$ cat src/rtl/ext_irq_pkg.sv
package ext_irq_pkg;

  // Width of the meaningful part of a control register.
  localparam int CTRL_W = 4;

  // Polarity selector values; both fall codes share one meaning.
  typedef enum logic [1:0] {
    POL_FALL_A = 2'b00,
    POL_RISE   = 2'b01,
    POL_FALL_B = 2'b10,
    POL_BOTH   = 2'b11
  } pol_e;

  // Packed so that pol sits at bits 3:2, route at 1, en at 0.
  typedef struct packed {
    pol_e pol;
    logic route;
    logic en;
  } ctrl_t;

  // Decide whether a prev->cur transition qualifies under pol.
  function automatic logic edge_hit(pol_e pol, logic prev, logic cur);
    logic rise;
    logic fall;
    rise = ~prev & cur;
    fall = prev & ~cur;
    case (pol)
      POL_RISE: return rise;
      POL_BOTH: return rise | fall;
      default:  return fall;
    endcase
  endfunction

  // Convert raw register bits into a control word; routing kept only
  // where the register owns it.
  function automatic ctrl_t to_ctrl(logic [CTRL_W-1:0] raw, logic has_route);
    ctrl_t c;
    c.pol   = pol_e'(raw[3:2]);
    c.route = raw[1] & has_route;
    c.en    = raw[0];
    return c;
  endfunction

  // Line 13 source selection.
  function automatic logic pick_line13(logic route_pin, logic pin_pulse, logic timer);
    return route_pin ? pin_pulse : timer;
  endfunction

endpackage

$ cat src/rtl/irq_sync.sv
module irq_sync #(
  parameter int STAGES = 2
) (
  input  logic clk,
  input  logic rst_n,
  input  logic d,
  output logic q
);

  logic [STAGES-1:0] chain_q;

  if (STAGES > 1) begin : g_multi
    always_ff @(posedge clk or negedge rst_n) begin
      if (!rst_n) chain_q <= '0;
      else        chain_q <= {chain_q[STAGES-2:0], d};
    end
  end else begin : g_single
    always_ff @(posedge clk or negedge rst_n) begin
      if (!rst_n) chain_q <= '0;
      else        chain_q <= d;
    end
  end

  assign q = chain_q[STAGES-1];

endmodule

$ cat src/rtl/irq_edge_cell.sv
module irq_edge_cell
  import ext_irq_pkg::*;
#(
  parameter int SYNC_STAGES = 2
) (
  input  logic clk,
  input  logic rst_n,
  input  logic pin,
  input  logic en,
  input  pol_e pol,
  output logic level_o,
  output logic hist_o,
  output logic pulse_o
);

  logic hist_q;
  logic pulse_q;
  logic hit_w;

  irq_sync #(.STAGES(SYNC_STAGES)) u_sync (
    .clk   (clk),
    .rst_n (rst_n),
    .d     (pin),
    .q     (level_o)
  );

  // History follows the synchronised level regardless of enable.
  always_ff @(posedge clk or negedge rst_n) begin
    if (!rst_n) hist_q <= 1'b0;
    else        hist_q <= level_o;
  end

  assign hit_w = edge_hit(pol, hist_q, level_o);

  // A hit that arrives while disabled is dropped, not stored.
  always_ff @(posedge clk or negedge rst_n) begin
    if (!rst_n) pulse_q <= 1'b0;
    else        pulse_q <= en & hit_w;
  end

  assign hist_o  = hist_q;
  assign pulse_o = pulse_q;

endmodule

$ cat src/rtl/irq_ctrl_regs.sv
module irq_ctrl_regs
  import ext_irq_pkg::*;
#(
  parameter int NUM_PINS = 7,
  parameter int DATA_W   = 16,
  parameter int ADDR_W   = 3
) (
  input  logic              clk,
  input  logic              rst_n,
  input  logic              we,
  input  logic [ADDR_W-1:0] addr,
  input  logic [DATA_W-1:0] wdata,
  output logic [DATA_W-1:0] rdata,
  output ctrl_t             pin_ctrl [NUM_PINS],
  output ctrl_t             shr_ctrl
);

  localparam logic [ADDR_W-1:0] SHR_ADDR = ADDR_W'(NUM_PINS);

  logic unused_wdata_hi;
  assign unused_wdata_hi = ^wdata[DATA_W-1:CTRL_W];

  for (genvar i = 0; i < NUM_PINS; i++) begin : g_pin_reg
    always_ff @(posedge clk or negedge rst_n) begin
      if (!rst_n)
        pin_ctrl[i] <= '0;
      else if (we && addr == ADDR_W'(i))
        pin_ctrl[i] <= to_ctrl(wdata[CTRL_W-1:0], 1'b0);
    end
  end

  always_ff @(posedge clk or negedge rst_n) begin
    if (!rst_n)
      shr_ctrl <= '0;
    else if (we && addr == SHR_ADDR)
      shr_ctrl <= to_ctrl(wdata[CTRL_W-1:0], 1'b1);
  end

  always_comb begin
    rdata = '0;
    for (int i = 0; i < NUM_PINS; i++) begin
      if (addr == ADDR_W'(i)) rdata[CTRL_W-1:0] = pin_ctrl[i];
    end
    if (addr == SHR_ADDR) rdata[CTRL_W-1:0] = shr_ctrl;
  end

endmodule

$ cat src/rtl/ext_irq_edge_unit.sv
module ext_irq_edge_unit
  import ext_irq_pkg::*;
#(
  parameter  int NUM_PINS    = 7,
  parameter  int SYNC_STAGES = 2,
  parameter  int DATA_W      = 16,
  localparam int ADDR_W      = $clog2(NUM_PINS + 1)
) (
  input  logic                clk,
  input  logic                rst_n,
  input  logic                reg_we,
  input  logic [ADDR_W-1:0]   reg_addr,
  input  logic [DATA_W-1:0]   reg_wdata,
  output logic [DATA_W-1:0]   reg_rdata,
  input  logic [NUM_PINS-1:0] ext_pin,
  input  logic                shared_pin,
  input  logic                timer_irq,
  output logic [NUM_PINS-1:0] irq_pulse,
  output logic                nmi_req,
  output logic                line13_req
);

  ctrl_t pin_ctrl [NUM_PINS];
  ctrl_t shr_ctrl;

  // Named internal events, observed by the bound checker.
  logic [NUM_PINS-1:0]   pin_en_w;
  logic [2*NUM_PINS-1:0] pin_pol_w;
  logic [NUM_PINS-1:0]   pin_level_w;
  logic [NUM_PINS-1:0]   pin_hist_w;
  logic [NUM_PINS-1:0]   unused_route_w;
  logic                  shr_en_w;
  logic [1:0]            shr_pol_w;
  logic                  shr_route_w;
  logic                  shr_level_w;
  logic                  shr_hist_w;
  logic                  shr_pulse_w;
  logic                  unused_routes;

  irq_ctrl_regs #(
    .NUM_PINS (NUM_PINS),
    .DATA_W   (DATA_W),
    .ADDR_W   (ADDR_W)
  ) u_regs (
    .clk      (clk),
    .rst_n    (rst_n),
    .we       (reg_we),
    .addr     (reg_addr),
    .wdata    (reg_wdata),
    .rdata    (reg_rdata),
    .pin_ctrl (pin_ctrl),
    .shr_ctrl (shr_ctrl)
  );

  for (genvar i = 0; i < NUM_PINS; i++) begin : g_cell
    assign pin_en_w[i]           = pin_ctrl[i].en;
    assign pin_pol_w[2*i +: 2]   = pin_ctrl[i].pol;
    assign unused_route_w[i]     = pin_ctrl[i].route;

    irq_edge_cell #(.SYNC_STAGES(SYNC_STAGES)) u_cell (
      .clk     (clk),
      .rst_n   (rst_n),
      .pin     (ext_pin[i]),
      .en      (pin_ctrl[i].en),
      .pol     (pin_ctrl[i].pol),
      .level_o (pin_level_w[i]),
      .hist_o  (pin_hist_w[i]),
      .pulse_o (irq_pulse[i])
    );
  end

  assign unused_routes = ^unused_route_w;

  assign shr_en_w    = shr_ctrl.en;
  assign shr_pol_w   = shr_ctrl.pol;
  assign shr_route_w = shr_ctrl.route;

  irq_edge_cell #(.SYNC_STAGES(SYNC_STAGES)) u_shr_cell (
    .clk     (clk),
    .rst_n   (rst_n),
    .pin     (shared_pin),
    .en      (shr_ctrl.en),
    .pol     (shr_ctrl.pol),
    .level_o (shr_level_w),
    .hist_o  (shr_hist_w),
    .pulse_o (shr_pulse_w)
  );

  assign nmi_req    = shr_pulse_w;
  assign line13_req = pick_line13(shr_route_w, shr_pulse_w, timer_irq);

endmodule

$ cat config.mk
export PLATFORM = sky130hd
export DESIGN_NAME = ext_irq_edge_unit
export DESIGN_NICKNAME = d
export VERILOG_FILES = /design/src/rtl/ext_irq_pkg.sv /design/src/rtl/irq_sync.sv /design/src/rtl/irq_edge_cell.sv /design/src/rtl/irq_ctrl_regs.sv /design/src/rtl/ext_irq_edge_unit.sv
export SDC_FILE = /design/constraint.sdc
export NUM_CORES = 1
export LEC_CHECK = 0
export BUFFER_PORTS_ARGS = -buffer_cell sky130_fd_sc_hd__buf_2
export CORE_ASPECT_RATIO = 0.7
export CORE_MARGIN = 8
export CORE_UTILIZATION = 25
export DETAILED_ROUTE_END_ITERATION = 12
export GPL_TIMING_DRIVEN = 1
export PLACE_DENSITY = 0.45
export SYNTH_ARGS = -nofsm -noshare
export SYNTH_HDL_FRONTEND = slang
export SYNTH_HIERARCHICAL = 1
export SYNTH_SLANG_ARGS = --single-unit
$ cat constraint.sdc
create_clock -name clk -period 1.9 [get_ports clk]
set_input_delay 0.285 -clock clk [delete_from_list [all_inputs] [get_ports clk]]
set_output_delay 0.285 -clock clk [all_outputs]
set_load 0.01 [all_outputs]
* Yosys cells after proc, flatten, opt, wreduce, memory -nomap -nowiden
Index checks and enable logic that the tools add are counted.
** Cells by class
- Eq/ne operators :: 23
- Bitwise operators :: 48
- Reductions and logical operators :: 9
- Mux-type cells :: 17
** Operators with widths (count)
- two-way mux 4 bit :: 8
- bitwise AND 1 bit :: 24
- equality test 2 x 1 -> 1 bit (second input constant) :: 8
- equality test 2 bit (second input constant) :: 8
- inverter 1 bit :: 16
- one-hot mux 1 bit (2 select lines) :: 8
- equality test 3 bit (second input constant) :: 4
- logical AND 1 bit :: 8
- bitwise OR 1 bit :: 8
- equality test 3 x 2 -> 1 bit (second input constant) :: 2
- equality test 3 x 1 -> 1 bit (second input constant) :: 1
- zero test 3 bit :: 1
- two-way mux 1 bit :: 1
** Storage, ports and cells
- Word-level logic and storage cells :: 138
- Bits in registers :: 57
- Output and inout port bits :: 25

* Logic depth before layout (Yosys ltp)
Gate-level depths: netlist (run 1).
- Depth in word-level cells :: 9
- Gate-level depth with buffers :: 6

* Modules after synthesis
The synthesis (run 1) kept the hierarchy.
** By module, submodules not included
- irq_ctrl_regs :: instances 1, area an instance 1493.9 µm², sequential area each 625.6 µm², cells an instance 116
- irq_edge_cell (g_cell[0].u_cell ...) :: instances 7, area an instance 116.4 µm², sequential area each 50.0 µm², cells an instance 11
- irq_sync :: instances 8, area an instance 50.0 µm², sequential area each 50.0 µm², cells an instance 2
- irq_edge_cell (u_shr_cell) :: instances 1, area an instance 106.4 µm², sequential area each 50.0 µm², cells an instance 10
- ext_irq_edge_unit :: instances 1, area an instance 15.0 µm², sequential area each 0.0 µm², cells an instance 1

* Worst setup path after synthesis (run 1)
No wires, ideal clock.
- Kind :: reg-to-output
- Start :: register, netlist name u_regs/pin_ctrl[7]
- End :: output port reg_rdata[3]
- Path slack :: 0.384 ns
- Stages on the path, launching flop included :: 5
- Data arrival time :: 1.231 ns
- Cell sequence :: dfrtp_1 > or2b_2 > a21boi_0 > o21ai_0 > a21oi_1
** On the way
- Cells in the longest elaborated chain, start to end :: 3
** Ends and longest elaborated chain
- two-way mux 4 bit (2 in a row) :: RTL line irq_ctrl_regs.sv:42 : if (addr == ADDR_W'(i)) rdata[CTRL_W-1:0] = pin_ctrl[i];
- two-way mux 4 bit :: RTL line irq_ctrl_regs.sv:44 : if (addr == SHR_ADDR) rdata[CTRL_W-1:0] = shr_ctrl;
- end, declared :: RTL line ext_irq_edge_unit.sv:14 : output logic [DATA_W-1:0] reg_rdata,
No other way between the ends.

* Final worst setup path (run 1)
- Start :: register, netlist name u_regs/shr_ctrl[2]
- End :: output port reg_rdata[2]
** On the way
- Cells in the longest elaborated chain, start to end :: 1
** Ends and longest elaborated chain (RTL line)
- two-way mux 4 bit :: irq_ctrl_regs.sv:44
No other way between the ends.

==> metrics list, run 1 <==
* Run status: finished clean
* I/O Pins: 56
- Wire length of the first global-routing pass: 9400 um
- Row count: 32
- The die is 142 um wide.
- Yosys warning total: 6
- Routing usage on met2: 0.115
* Critical setup path kind: reg -> out
- Core area: 10900 um^2
- In this run the most used layer during global routing was met2.
* Number of antenna violations at the first check in global routing: 1
* H-tree depth: 3
- For this design the ratio of total power to cell area is 1120 nW/um^2.
* Worst R2R Path Depth: 4
* Setup crit end kind: primary output
* Routed vias: 1701
- Vias in the first global route: 1804
* Placed Instance Area: approximately 3100 um^2
* Reg-to-Reg End: g_cell[4].u_cell/pulse_o
* Remaining antenna violation count after routing: 0
- Bufs on Longest Clock Path: 2
- After detailed routing, the number of vias per cell comes to 4.03.
- In the post-route analysis, the smallest setup slack over all paths is 50.8 ps.
- From bottom edge to top edge, the die measures around 100 um.
* Pins Over Slew Limit: 0
- Synthesized instance count: 213
- CTS saw 57 sinks.
- The worst path needs 1850 ps of the cycle, external delays included.
* Data arrival time of the critical path: ~1600 ps
- RSZ-0062 raised after global routing: true
- Starting density of the core: 0.254
* Detail Placement HPWL: 3890 um
- Diodes inserted: 0
- Post-layout nets: about 310
- The cell area that synthesis handed to floorplanning was 2780 um^2.
- DRC violation total after the first TritonRoute iteration: 85
- First-pass detailed-route iteration total: 4
* Worst reg2reg startpoint: g_cell[4].u_cell/u_sync/chain_q[1]
* Crit path max fanout: 4
- Routability-driven placement finished with a final weighted congestion of 0.718.
- In the final routed layout, each cell accounts on average for 13.6 um.
* Global routing met1 resource utilization: 0.107
- The number of clock buffers added by TritonCTS is 9.
- Entering global routing, the biggest net connects 58 pins.
- The average instance in the mapped netlist occupies approximately 13 um^2.
* Count of endpoints failing setup in the final report: 0
- Summed over all layers, the global routing overflow is 0.
* Die area: 14800 um^2
- Post-detailed-route DRC marker count: 0
- The filler cells instantiated in the layout total 1098.
* Capturing element of the worst setup path: reg_rdata[2]
- Between clock sinks in the finished design, the worst skew comes to 5.78 ps.
* Total routed wirelength: ~5700 um
- At the later pin of the worst-skew pair, clock insertion delay measures 320 ps.
- Dividing the final minimum period by the clock period gives 0.973.
- The cell sitting at the root of the clock tree is a sky130_fd_sc_hd__clkbuf_16.
- STA puts the critical path data required time at approximately 1600 ps.
* GRT Util Overall: 0.0834
* Layout-stage area growth over the synthesis result: 26.2%
- Worst slack at placement: about 110 ps
* Launching element type of the critical path: flop
* Lkg Pwr: 1.65 nW
* GR Layer Usage met3: 0.0390
- # port buffers: 31
- Register-to-register setup slack: 690 ps
- Clock tree from TritonCTS: yes
* Hold Violations, Final: 0
- The startpoint identified for the worst hold timing path is ext_pin[4].
- Finished Core Util: 0.321
- Type of the most critical hold path: in -> reg
* Clk slew on worst S/H paths: 50 ps
* Post-route cell area: 3500 um^2
- The tool flagged a number of max-cap violations equal to 0.
- The most critical setup path has its startpoint at u_regs/shr_ctrl[2].
- Fraction of final layout cells with drive strength greater than 1: 0.409
- Worst IR Drop VDD: 465 uV
- Highest attainable clock frequency: 541 MHz
[stage by stage]
step	hold WS (ps)	cells	power [W]	setup TNS (ps)
final	63.4	422	0.00394	0
after global routing	49.8	422	0.00416	-82.2
after CTS	46.6	417	0.00396	-0.343
after detailed placement	315	396	0.00212	0
after global placement	316	396	0.00211	0
after floorplan	-10.6	224	0.00192	0
[final cells by class]
| cell class | instances | area, um^2 | share of cell area |
|---|---|---|---|
| clock inverters | 5 | 77.6 | 0.0221 |
| multi-input cells | 134 | 1210 | 0.346 |
| repair buffers | 46 | 283 | 0.0807 |
| inverters | 16 | 60.1 | 0.0171 |
| well taps | 153 | 191 | 0.0546 |
| clock buffers | 11 | 253 | 0.0721 |
| flip-flops and latches | 57 | 1430 | 0.407 |
[metal layers]
layer	routed length, um	vias up
met5	12	-
met4	102	2
met3	339	10
met2	2440	34
met1	2830	837
li1	-	818
[layout by cell type, fill, tap and decap left out, types with 3 or more instances in the layout]
| master | count |
|---|---|
| sky130_fd_sc_hd__buf_4 | 13 |
| sky130_fd_sc_hd__ha_1 | 16 |
| sky130_fd_sc_hd__conb_1 | 12 |
| sky130_fd_sc_hd__o21ai_1 | 3 |
| sky130_fd_sc_hd__buf_2 | 31 |
| sky130_fd_sc_hd__nor2_1 | 10 |
| sky130_fd_sc_hd__mux2_2 | 25 |
| sky130_fd_sc_hd__mux2i_1 | 3 |
| sky130_fd_sc_hd__inv_1 | 16 |
| sky130_fd_sc_hd__clkbuf_16 | 9 |
| sky130_fd_sc_hd__nand2_1 | 8 |
| sky130_fd_sc_hd__dfrtp_1 | 56 |
| sky130_fd_sc_hd__and2_1 | 7 |
| sky130_fd_sc_hd__nand2b_1 | 4 |
| sky130_fd_sc_hd__o31ai_2 | 7 |
| sky130_fd_sc_hd__a21oi_1 | 3 |
| sky130_fd_sc_hd__nand3b_1 | 7 |
[worst max-delay path: stages (launching register included)]
cell	delay, ps
sky130_fd_sc_hd__dfrtp_1	420
sky130_fd_sc_hd__mux4_2	490
sky130_fd_sc_hd__o21ai_1	90
sky130_fd_sc_hd__a21oi_1	90
sky130_fd_sc_hd__buf_2	150
[sequential cells by signal, summed over array words and instances (netlist names)]
signal and flops:
u_regs/pin_ctrl 21, u_shr_cell/hist_o 1, u_regs/shr_ctrl 4, u_shr_cell/pulse_o 1
g_cell.u_cell/hist_o 7, u_shr_cell/u_sync/chain_q 2, g_cell.u_cell/u_sync/chain_q 14, g_cell.u_cell/pulse_o 7
[worst min-delay path by stage]
stage | to | slack (ps) | cells after the start
after global routing | u_shr_cell/u_sync/chain_q[0] | 50 | 1
after CTS | g_cell[4].u_cell/u_sync/chain_q[0] | 50 | 1
after global placement | g_cell[3].u_cell/pulse_o | 320 | 2
final | g_cell[4].u_cell/u_sync/chain_q[0] | 60 | 1
after detailed placement | g_cell[3].u_cell/pulse_o | 310 | 2
after floorplan | g_cell[0].u_cell/hist_o | -10 | 0
[power breakdown]
part / leakage (nW) / total (W) / switching [W] / internal [W]
Sequential: 0.686 / 0.00154 / 0.000148 / 0.00139
Combinational: 0.806 / 0.000642 / 0.000289 / 0.000353
Clock: 0.162 / 0.00175 / 0.000541 / 0.00121
[what timing repair did]
item / 4_1_cts / 5_1_grt
endpoints found under the hold margin: 57 / 0
pin swaps: 1 / 4
gates resized for setup: 4 / 9
endpoints found under the setup margin: 3 / 3
hold buffers: 1 / 0
buffers inserted: 4 / 5
Power figures use the tool's default switching activity.
==> inputs of run 2 (changes only) <==
clock period = 2.2 ns   (was 1.9 ns; I/O delays follow)
==> metrics list, run 2 (same netlist as run 1, synthesis figures left out) <==
- The flow ran to the end, and the final reports show no timing, DRC or antenna violations.
- Vias in the first global route: 1734 (-3.9%)
* Crit. Startpoint: u_regs/pin_ctrl[4]
- Worst path cell trace: mux4_1, o21ai_0, a21oi_1, buf_2
* Post-detailed-route DRC marker count: 0 (unchanged)
* H-tree depth: 3 (unchanged)
- RD Place Congestion: 0.753 (+4.8%)
- The tree is rooted in a sky130_fd_sc_hd__clkbuf_16.
* Worst reg2reg startpoint: g_cell[4].u_cell/u_sync/chain_q[1]
- The wire length after detailed routing came to 5680 um (-0.73%).
- The clock period could shrink to 2030 ps.
- The buffer count from post-CTS setup fixing came to 0 (-4).
* Highest attainable clock frequency: 492 MHz
* Post-route setup TNS: 0 ps (unchanged)
* HP Start: shared_pin
- Share of the clock period used by the worst path after layout: 0.923
- Leaving out fill and tap cells, the most frequent cell in the layout is sky130_fd_sc_hd__dfrtp_1.
* Number of flip-flops under the largest register name: 21 (unchanged)
* Die Y-Extent: 104 um (unchanged)
- The area growth from synthesis to layout is 20.2%.
* Area of the multi-input gates: 1190 um^2 (-2.1%)
- Clock latency of the later-clocked register in the worst-skew pair: 330 ps (about the same)
- Post-detailed-route wirelength per cell: 13.8 um (+1.7%)
* Starting density of the core: 0.254 (unchanged)
- The pre-CTS worst setup slack is 195 ps (+89.5 ps).
- The clock input transition at the sequential cells of the worst setup and hold paths is 50 ps (about the same).
- The total leakage power is 1.57 nW (-5.0%).
* I/O Pins: 56 (unchanged)
* Type of the most critical hold path: in -> reg
* First-pass detailed-route iteration total: 4 (unchanged)
- Tightest Pin Transition: 527 ps
- The overall track demand over capacity in global routing came to 0.0840 (+0.000598).
- Largest delay contributor family on the critical path: multiplexers
- On the critical path, the stage with the largest delay is an instance of sky130_fd_sc_hd__mux4_1.
- TritonCTS built the clock tree.
- The number of instances on the worst hold path came to 1 (unchanged).
- Count of maximum capacitance violations: 0 (unchanged)
* Max-slew headroom at the worst pin: 0.649
- Setup crit end kind: primary output
- The number of cell rows is 32 (unchanged).
* Cts bufs inserted: 9 (unchanged)
- Detail Placement HPWL: 4080 um (+4.8%)
- Crit path max fanout: 5 (+1)
* Data required time at the worst endpoint: 1870 ps (+250 ps)
- The area used by sequential logic in the layout came to 1430 um^2 (unchanged).
- Worst-case clock skew: 3.68 ps (-2.10 ps)
* Number of fill cells: 1110 (+1.1%)
- Counting flops per register, the top entry is u_regs/pin_ctrl.
- The area of the die came to 14800 um^2 (unchanged).
* Number of antenna violations at the first check in global routing: 1 (unchanged)
- The fraction of layout instances using a drive strength above 1 is 0.368 (-0.0407).
* Wire length of the first global-routing pass: 9370 um (-0.29%)
* Min setup slack post-route: 169 ps (+118 ps)
- Worst IR Drop VDD: 355 uV (-24%)
* RSZ-0062 raised after global routing: false
- The number of clock sinks seen by CTS was 57 (unchanged).
- The worst path arrival time is 1700 ps (+140 ps).
- The core region area was 10900 um^2 (unchanged).
- Overflow left after global routing: 0 (unchanged)
- The count of port buffers added during placement is 31 (unchanged).
- The starting DRC count in detailed routing came to 63 (-26%).
* Largest stage delay, worst path: 550 ps (+60 ps)
* Power per unit of standard cell area: 927 nW/um^2 (-17%)
* Most frequent cells in the layout: 56 x sky130_fd_sc_hd__dfrtp_1, 31 x sky130_fd_sc_hd__buf_2, 25 x sky130_fd_sc_hd__mux2_2
- Average via count per standard cell: 4.05 (+0.50%)
- Cell depth of the worst setup path: 4 (unchanged)
- Launching element type of the critical path: flop
- The setup path with the least slack is of type reg -> out.
- Post-layout nets: 300 (-3.5%)
* DIE WIDTH: 142 um (unchanged)
- Worst R2R Path Depth: 4 (unchanged)
- Bufs on Longest Clock Path: 2 (unchanged)
* Count of endpoints failing setup in the final report: 0 (unchanged)
- The pin count of the biggest net entering global routing is 23 (-60%).
* Top flop regs: u_regs/pin_ctrl x21, g_cell.u_cell/u_sync/chain_q x14
- Number of buffer and inverter stages on the critical path: 1 (unchanged)
- The total count of hold-check failures in the final report was 0 (unchanged).
- Pins Over Slew Limit: 0 (unchanged)
- Remaining antenna violation count after routing: 0 (unchanged)
- Routed vias: 1669 (-1.9%)
[run 2: changes by cell type in the layout (fill, tap and decap cells not counted), sizes merged]
| cell | before | now |
|---|---|---|
| diode | 0 | 1 |
| buf | 45 | 34 |
| clkinvlp | 1 | 2 |
| bufinv | 2 | 0 |
| clkinv | 2 | 3 |
[run 2: cell type report]
class / count / area share
Sequential cell: 57 / 0.428
Multi-Input combinational cell: 134 / 0.356
Antenna cell: 1 / 0.000749
Clock inverter: 5 / 0.00899
Inverter: 16 / 0.0180
Tap cell: 153 / 0.0573
Timing Repair Buffer: 35 / 0.0562
Clock buffer: 11 / 0.0757
[run 2: final timing paths]
kind	slack (ps)	endpoint
worst min register to register	350	g_cell[2].u_cell/u_sync/chain_q[1]
worst max-delay path	170	reg_rdata[0]
min in group asynchronous	530	g_cell[2].u_cell/u_sync/chain_q[1]
worst min-delay path	110	u_shr_cell/u_sync/chain_q[0]
max in group asynchronous	970	u_regs/pin_ctrl[7]
worst max register to register	960	g_cell[4].u_cell/pulse_o
[run 2: what timing repair did]
action	CTS	global route
endpoints found under the hold margin	20	0
endpoints found under the setup margin	0	1
hold buffers	1	0
resized for setup	0	2
[run 2: stage by stage]
step / utilization / total power (W) / cell area (um^2) / hold WS [ps] / instances
2_1_floorplan: - / 0.00166 / 2820 / 34.4 / 224
3_5_place_dp: 0.278 / 0.00183 / 3040 / 335 / 394
3_3_place_gp: 0.278 / 0.00182 / 3040 / 333 / 394
6_report: 0.306 / 0.00309 / 3340 / 108 / 412
4_1_cts: 0.305 / 0.00315 / 3340 / 94.0 / 411
5_1_grt: 0.305 / 0.00327 / 3340 / 90.6 / 411
[run 2: routing by layer]
| metal | vias to the layer above | part of all wire | wire length, um | global-route usage |
|---|---|---|---|---|
| met1 | 822 | 0.48 | 2710 | 0.106 |
| met5 | - | 0 | 0 | 0 |
| met2 | 33 | 0.43 | 2460 | 0.115 |
| met4 | 0 | 0.016 | 90 | 0.0344 |
| met3 | 8 | 0.075 | 424 | 0.0463 |
| li1 | 806 | - | - | - |
[run 2: where the power goes]
group | switching, W | internal [W] | leakage (nW)
clock network | 0.000473 | 0.000814 | 0.137
registers | 0.000144 | 0.00120 | 0.686
logic | 0.000215 | 0.000246 | 0.747
